### src/rtl/byte_dac_pkg.sv
package byte_dac_pkg;
  typedef struct packed {
    logic loadHigh;
    logic loadLow;
    logic xfer;
  } dacStrobe_t;
endpackage

### src/rtl/byte_dac_decode.sv
module byte_dac_decode
  import byte_dac_pkg::*;
#(
  parameter int SYNC_STAGES = 2
) (
  input  logic       clk,
  input  logic       rstN,
  input  logic       wrN,
  input  logic       msbSelN,
  input  logic       lsbSelN,
  input  logic       loadN,
  output dacStrobe_t strobe
);
  localparam int TOP = SYNC_STAGES - 1;

  logic [TOP:0] wrSync;
  logic         wrPrev;
  logic         wrFall;

  always_ff @(posedge clk or negedge rstN) begin
    if (!rstN) begin
      wrSync <= '1;
      wrPrev <= 1'b1;
    end else begin
      wrSync <= {wrSync[TOP-1:0], wrN};
      wrPrev <= wrSync[TOP];
    end
  end

  assign wrFall = wrPrev & ~wrSync[TOP];

  always_comb begin
    strobe = '0;
    if (wrFall) begin
      unique case ({msbSelN, lsbSelN})
        2'b10: begin strobe.loadLow  = 1'b1; strobe.xfer = ~loadN; end
        2'b01: begin strobe.loadHigh = 1'b1; strobe.xfer = ~loadN; end
        2'b11: strobe.xfer = ~loadN;
        default: strobe = '0;
      endcase
    end
  end

  assert_quiet_when_high_R2: assert property (@(posedge clk) disable iff (!rstN)
    wrSync[TOP] |-> (strobe == '0));
  assert_one_byte_R7: assert property (@(posedge clk) disable iff (!rstN)
    $onehot0({strobe.loadHigh, strobe.loadLow}));
  assert_single_action_R3: assert property (@(posedge clk) disable iff (!rstN)
    (strobe != '0) |=> (strobe == '0));
endmodule

### src/rtl/byte_dac_path.sv
module byte_dac_path
  import byte_dac_pkg::*;
#(
  parameter int CODE_W = 12,
  parameter int BUS_W  = 8
) (
  input  logic              clk,
  input  logic              rstN,
  input  dacStrobe_t        strobe,
  input  logic [BUS_W-1:0]  busData,
  input  logic              fmtOvrN,
  input  logic              ctrlSel,
  output logic [CODE_W-1:0] dacCode
);
  localparam int REM_W = CODE_W - BUS_W;

  logic [CODE_W-1:0] stageReg;
  logic [CODE_W-1:0] stageNext;
  logic [CODE_W-1:0] dacReg;
  logic              rightMode;

  always_comb begin
    stageNext = stageReg;
    if (!rightMode) begin
      if (strobe.loadHigh) stageNext[CODE_W-1 -: BUS_W] = busData;
      if (strobe.loadLow)  stageNext[REM_W-1:0] = busData[BUS_W-1 -: REM_W];
    end else begin
      if (strobe.loadHigh) stageNext[CODE_W-1:BUS_W] = busData[REM_W-1:0];
      if (strobe.loadLow)  stageNext[BUS_W-1:0] = busData;
    end
  end

  always_ff @(posedge clk or negedge rstN) begin
    if (!rstN) begin
      stageReg  <= '0;
      dacReg    <= '0;
      rightMode <= 1'b0;
    end else begin
      stageReg <= stageNext;
      if (strobe.xfer) dacReg <= stageNext;
      if (fmtOvrN) rightMode <= ctrlSel;
    end
  end

  always_comb begin
    if (fmtOvrN) dacCode = dacReg;
    else         dacCode = ctrlSel ? '1 : '0;
  end

  assert_dac_hold_R6: assert property (@(posedge clk) disable iff (!rstN)
    !strobe.xfer |=> $stable(dacReg));
  assert_stage_hold_R7: assert property (@(posedge clk) disable iff (!rstN)
    !(strobe.loadHigh || strobe.loadLow) |=> $stable(stageReg));
  assert_force_code_R10: assert property (@(posedge clk) disable iff (!rstN)
    !fmtOvrN |-> (dacCode == (ctrlSel ? {CODE_W{1'b1}} : {CODE_W{1'b0}})));
  assert_mode_held_R12: assert property (@(posedge clk) disable iff (!rstN)
    !fmtOvrN |=> $stable(rightMode));
endmodule

### src/rtl/byte_dac_ctrl.sv
module byte_dac_ctrl
  import byte_dac_pkg::*;
#(
  parameter int CODE_W      = 12,
  parameter int BUS_W       = 8,
  parameter int SYNC_STAGES = 2
) (
  input  logic              clk,
  input  logic              rstN,
  input  logic [BUS_W-1:0]  busData,
  input  logic              wrN,
  input  logic              msbSelN,
  input  logic              lsbSelN,
  input  logic              loadN,
  input  logic              fmtOvrN,
  input  logic              ctrlSel,
  output logic [CODE_W-1:0] dacCode
);
  dacStrobe_t strobe;

  byte_dac_decode #(.SYNC_STAGES(SYNC_STAGES)) decode_i (
    .clk(clk), .rstN(rstN), .wrN(wrN), .msbSelN(msbSelN),
    .lsbSelN(lsbSelN), .loadN(loadN), .strobe(strobe)
  );

  byte_dac_path #(.CODE_W(CODE_W), .BUS_W(BUS_W)) path_i (
    .clk(clk), .rstN(rstN), .strobe(strobe), .busData(busData),
    .fmtOvrN(fmtOvrN), .ctrlSel(ctrlSel), .dacCode(dacCode)
  );
endmodule

### config.mk
export PLATFORM = sky130hd
export DESIGN_NAME = byte_dac_ctrl
export DESIGN_NICKNAME = d
export VERILOG_FILES = /design/src/rtl/byte_dac_pkg.sv /design/src/rtl/byte_dac_decode.sv /design/src/rtl/byte_dac_path.sv /design/src/rtl/byte_dac_ctrl.sv
export SDC_FILE = /design/constraint.sdc
export NUM_CORES = 1
export LEC_CHECK = 0
export BUFFER_PORTS_ARGS = -buffer_cell sky130_fd_sc_hd__buf_2
export CORE_MARGIN = 3
export CORE_UTILIZATION = 35
export DETAILED_ROUTE_END_ITERATION = 8
export GPL_TIMING_DRIVEN = 0
export PLACE_DENSITY = 0.63
export SLEW_MARGIN = 0
export SYNTH_ARGS = -nofsm -noshare
export SYNTH_HDL_FRONTEND = slang
export SYNTH_HIERARCHICAL = 1
export SYNTH_SLANG_ARGS = --single-unit
### constraint.sdc
create_clock -name clk -period 3.7 [get_ports clk]
set_clock_uncertainty 0.15 [all_clocks]
set_input_delay 0.555 -clock clk [delete_from_list [all_inputs] [get_ports clk]]
set_output_delay 0.555 -clock clk [all_outputs]
set_load 0.005 [all_outputs]
======== Word level (Yosys, flattened, before mapping) ========
Index checks and enable logic that the tools add are counted.
word-level totals
  logic and storage cells ................. 23
  input bits .............................. 16
  flip-flop bits (word level) ............. 28
cells by class
  equality and inequality tests ........... 3
  bitwise operators ....................... 3
  muxes and demuxes ....................... 11
  reduce and logical (&&, ||, !) cells .... 1
operator list
  kind                  count
  $mux W12              3
  $mux W8               2
  $mux W4               2
  $eq A2 B2 Y1 const B  2
  $mux W1               3
  $mux W3               1
  $reduce_or A3 Y1      1
  $eq A2 B1 Y1 const B  1
  $not A1 Y1            2
  $and A1 B1 Y1         1

======== Logic depth before layout (Yosys ltp) ========
  word-level depth ........................ 6
  mapped depth ............................ 6

======== Modules after synthesis ========
The synthesis kept the hierarchy.
modules (own cells, without submodules)
  module           cells an instance  instances  sequential area each (um^2)  area each (um^2)
  byte_dac_path    116                1          625.6                        1173.6
  byte_dac_decode  8                  1          78.8                         131.4

======== Worst setup path after synthesis ========
No wires, ideal clock.
  path kind ............................... register to register
  from .................................... reg decode_i.wrPrev
  to ...................................... reg path_i.dacReg[6]
  slack ................................... 1.918 ns
  setup time .............................. 0.140 ns
  buffers on the path ..................... 1
  stages on the path, launching flop included .. 7
  data arrival time ....................... 1.493 ns
  path through ............................ dfstp_2 nand2b_4 nor3b_2 buf_4 mux2_2 nand2_1 o221ai_1
RTL lines
  item                    RTL line               RTL
  from (decl)             byte_dac_decode.sv:17  logic wrPrev;
  from (signal assigned)  byte_dac_decode.sv:26  wrPrev <= wrSync[TOP];
  to (signal assigned)    byte_dac_path.sv:40    if (strobe.xfer) dacReg <= stageNext;
  to (decl)               byte_dac_path.sv:19    logic [CODE_W-1:0] dacReg;

======== Final worst setup path ========
  from .................................... in fmtOvrN
  to ...................................... out dacCode[9]
between the ends
  cells in the longest elaborated chain, start to end .. 1
RTL lines
  item         RTL line             RTL
  from (decl)  byte_dac_ctrl.sv:15  input logic fmtOvrN,
  $mux W12     byte_dac_path.sv:46  if (fmtOvrN) dacCode = dacReg;
  to (decl)    byte_dac_ctrl.sv:17  output logic [CODE_W-1:0] dacCode
No other way between the ends.

==> metrics.txt <==
# TYPE chip_impl_metric gauge
chip_impl_metric{name="clock_path_buffers",unit=""} 2
chip_impl_metric{name="power_switching",unit="W"} 0.000228
chip_impl_info{name="top_signal_layer_used",value="met4"} 1
chip_impl_metric{name="vias_per_cell",unit=""} 4.76
chip_impl_metric{name="layout.nets",unit=""} 172
chip_impl_info{name="critPathLaunch",value="fmtOvrN"} 1
chip_impl_metric{name="grt_pass1_wl",unit="um"} 4240
chip_impl_metric{name="io-pin-count",unit=""} 28
chip_impl_metric{name="clock_buffers_created_by_tritoncts",unit=""} 3
chip_impl_metric{name="grt.overflow.total",unit=""} 0
chip_impl_info{name="synthTopCellsByArea",value="dfrtp_1 48%, mux2_2 11%, nand2_1 8.3%, mux2i_1 6.1%, dfstp_2 6.0%"} 1
chip_impl_metric{name="ctsResizeCount",unit=""} 0
chip_impl_metric{name="cts_max_level",unit=""} 1
chip_impl_metric{name="n_antenna_cell",unit=""} 0
chip_impl_metric{name="placement_rows",unit=""} 21
chip_impl_info{name="outcome",value="completed"} 1
chip_impl_metric{name="rrSetupSlack",unit="ps"} 1780
chip_impl_metric{name="worstMarginPinSlew",unit="ps"} 607
chip_impl_metric{name="area_growth_syn_to_layout",unit="%"} 19.0
chip_impl_info{name="critical_r2r_capture",value="path_i/dacReg[8]"} 1
chip_impl_metric{name="drive_gt1_share",unit="%"} 36.8
chip_impl_metric{name="ys.warnings.count",unit=""} 6
chip_impl_info{name="synth_top_cell_by_area",value="dfrtp_1"} 1
chip_impl_info{name="timing.critical_path.to",value="dacCode[9]"} 1
chip_impl_metric{name="setup_total_negative_slack",unit="ps"} 0
chip_impl_metric{name="timing.max_slew.rel_slack",unit="%"} 59.5
chip_impl_metric{name="die_height",unit="um"} 67.1
chip_impl_metric{name="grt_start_max_net_pins",unit=""} 29
chip_impl_metric{name="die_area",unit="um2"} 4500
chip_impl_metric{name="wl_met3",unit="um"} 135
chip_impl_metric{name="report.final.slew_viol_count",unit=""} 0
chip_impl_metric{name="routed-wl-met2",unit="um"} 1230
chip_impl_metric{name="synth_cell_types",unit=""} 18
chip_impl_metric{name="critical_path_required",unit="ps"} 2990
chip_impl_metric{name="detailedRoute.firstPassIterationCount",unit=""} 4
chip_impl_metric{name="synthesis.instances",unit=""} 124
chip_impl_metric{name="power.share.combinational",unit="%"} 25.2
chip_impl_metric{name="p_seq_share",unit="%"} 51.9
chip_impl_metric{name="power_switching_share",unit="%"} 27.9
chip_impl_metric{name="ys_seq_elements",unit=""} 28
chip_impl_metric{name="worst_r2r_path_depth",unit=""} 4
chip_impl_metric{name="yosysTopAreaCellShare",unit="%"} 47.9
chip_impl_metric{name="synth-seq-area-share",unit="%"} 54.0
chip_impl_metric{name="insertion_delay",unit="ps"} 270
chip_impl_metric{name="clock_power_share",unit="%"} 22.9
chip_impl_metric{name="count_of_buffers_inserted_at_the_top_level_ports",unit=""} 27
chip_impl_metric{name="setup-violations-final",unit=""} 0
chip_impl_metric{name="vdd_drop_max",unit="mV"} 0.150
chip_impl_metric{name="clock_sink_count",unit=""} 28
chip_impl_metric{name="cp_arrival",unit="ps"} 1360
chip_impl_metric{name="layout_setup_ws",unit="ps"} 1630
chip_impl_metric{name="place_hpwl",unit="um"} 1950
chip_impl_metric{name="initial_utilization",unit="%"} 37.6
chip_impl_metric{name="final_period_minus_worst_setup_slack",unit="ps"} 2070
chip_impl_metric{name="floorplan.die.width",unit="um"} 67.1
chip_impl_info{name="critPathKind",value="primary input to primary output"} 1
chip_impl_metric{name="grt_util_all_layers",unit="%"} 12.6
chip_impl_metric{name="area_of_the_core",unit="um2"} 3470
chip_impl_metric{name="leak_pwr",unit="nW"} 0.734
chip_impl_metric{name="holdBufCountCts",unit=""} 0
chip_impl_metric{name="cap_violations",unit=""} 0
chip_impl_metric{name="critical_path_peak_fanout",unit=""} 10
chip_impl_metric{name="syn_nets",unit=""} 140
chip_impl_metric{name="post_drt_wl_per_cell",unit="um"} 13.0
chip_impl_info{name="critical_path.slowest_cell",value="clkbuf_1"} 1
chip_impl_metric{name="hold_viol_final",unit=""} 0
chip_impl_info{name="cts_tree",value="done"} 1
chip_impl_metric{name="synth.avg_cell_area",unit="um2"} 10.5
chip_impl_metric{name="post-place-ws",unit="ps"} 1630
chip_impl_metric{name="synth.cell_area",unit="um2"} 1310
chip_impl_metric{name="detailedRoute.firstIterationViolations",unit=""} 55
chip_impl_metric{name="route.antenna.remaining_nets",unit=""} 0
chip_impl_metric{name="globalplace.congestion",unit=""} 0.740
chip_impl_info{name="worstSetupEndpointType",value="primary output"} 1
chip_impl_metric{name="cell_internal_pwr",unit="W"} 0.000590
chip_impl_metric{name="number_of_global_route_vias_before_repair",unit=""} 928
chip_impl_metric{name="clkSlewWorstSetupHoldPaths",unit="ps"} 90
chip_impl_info{name="grt_setup_unrepaired",value="false"} 1
chip_impl_info{name="rr_startpoint",value="decode_i/wrPrev"} 1
chip_impl_metric{name="drt_drc_violations_left",unit=""} 0
chip_impl_metric{name="timing.critical_path.slowest_cell_delay",unit="ps"} 380
chip_impl_info{name="critical_path.cell_chain",value="buf_2 > clkbuf_1 > nand2_1 > nand2_1 > buf_2"} 1
chip_impl_metric{name="pwr_density_cell",unit="nW/um2"} 527
chip_impl_metric{name="post_cts_buffers",unit=""} 0
chip_impl_metric{name="fmax",unit="MHz"} 484
chip_impl_info{name="min-delay-path-class",value="primary input to async pin"} 1
chip_impl_info{name="root_buffer",value="clkbuf_8"} 1
chip_impl_info{name="cp-start-kind",value="primary input"} 1
chip_impl_metric{name="vias",unit=""} 957
chip_impl_metric{name="placed_cells_incl_taps",unit=""} 197
chip_impl_metric{name="antenna_found_initial",unit=""} 0
chip_impl_metric{name="instances_no_fill",unit=""} 201
chip_impl_metric{name="drt-total-wl",unit="um"} 2620
chip_impl_metric{name="detail_route.wirelength.met1",unit="um"} 1240
chip_impl_metric{name="post_route_clock_period_utilization",unit="%"} 55.9
## metrics by stage
stage	util [%]	hold slack, ps	power [W]	area [um2]
global route	44.8	185	0.000869	1550
detailed placement	43.2	198	0.000641	1500
finish	44.8	135	0.000818	1550
global placement	43.2	195	0.000629	1500
CTS	44.8	158	0.000827	1550
floorplan	-	109	0.000566	1310
## power by group through the flow
stage	sequential, W	clock (W)	combinational, W
floorplan	0.000420	0	0.000146
global placement	0.000426	0	0.000203
detailed placement	0.000431	0	0.000210
CTS	0.000425	0.000191	0.000210
global route	0.000433	0.000200	0.000236
finish	0.000425	0.000187	0.000206
## cell usage after synthesis
cell type / number
buf_2: 3
a21oi_1: 12
nand2b_1: 1
nand2_1: 29
o221ai_1: 4
clkbuf_1: 1
dfstp_2: 3
nand2b_4: 1
nor2_1: 13
nor3b_2: 2
inv_1: 4
mux2_2: 13
buf_4: 2
mux2i_1: 8
nor2b_1: 1
buf_6: 1
dfrtp_1: 25
nor3_2: 1
## worst max-delay path: cells and delay by family
kind	cells	cell delay [ps]
buffers and inverters	3	610
AND/OR/NAND/NOR	2	190
## registers in the layout, indices dropped and copies added, names as in the netlist
name and cells:
path_i/dacReg 12, path_i/rightMode 1, path_i/stageReg 12, decode_i/wrSync 2, decode_i/wrPrev 1
## cells in the final DEF, fill, tap and decap left out, drive strengths merged
master  synthesis  layout
nor2b           1       1
dfstp           3       3
inv             4       4
o221ai          4       4
mux2           13      13
a21oi          12      12
mux2i           8       8
nor2           13      13
dfrtp          25      25
nand2          29      29
nor3b           2       2
nand2b          2       2
clkbuf          1       5
buf             6      33
nor3            1       1
## routing by layer
layer | vias up | GRT usage [%]
met5 | - | 0
met4 | 0 | 3.80
met3 | 2 | 2.36
met2 | 24 | 20.9
met1 | 456 | 16.6
li1 | 475 | -
## logic make-up after synthesis
kind of cell	synth area share [%]
AOI/OAI and AO/OA	7.29
DFF	54.0
and+or+nand+nor	16.8
buffers and inverters	4.60
muxes	17.4
## layout make-up
cell class	count	area [um2]
Fill cell	359	1920
Sequential cell	28	704
Multi-Input combinational cell	85	541
Timing Repair Buffer	27	135
Tap cell	46	57.6
Clock buffer	4	55.1
Buffer	7	45.0
Inverter	4	15.0
## how the worst min path moves through the flow
stage / endpoint / start
5_1_grt: path_i/rightMode / rstN
3_3_place_gp: decode_i/wrSync[1] / decode_i/wrSync[0]
3_5_place_dp: decode_i/wrSync[1] / decode_i/wrSync[0]
4_1_cts: path_i/dacReg[5] / rstN
6_report: path_i/stageReg[5] / rstN
2_1_floorplan: path_i/dacReg[0] / rstN
Power figures use the tool's default switching activity.
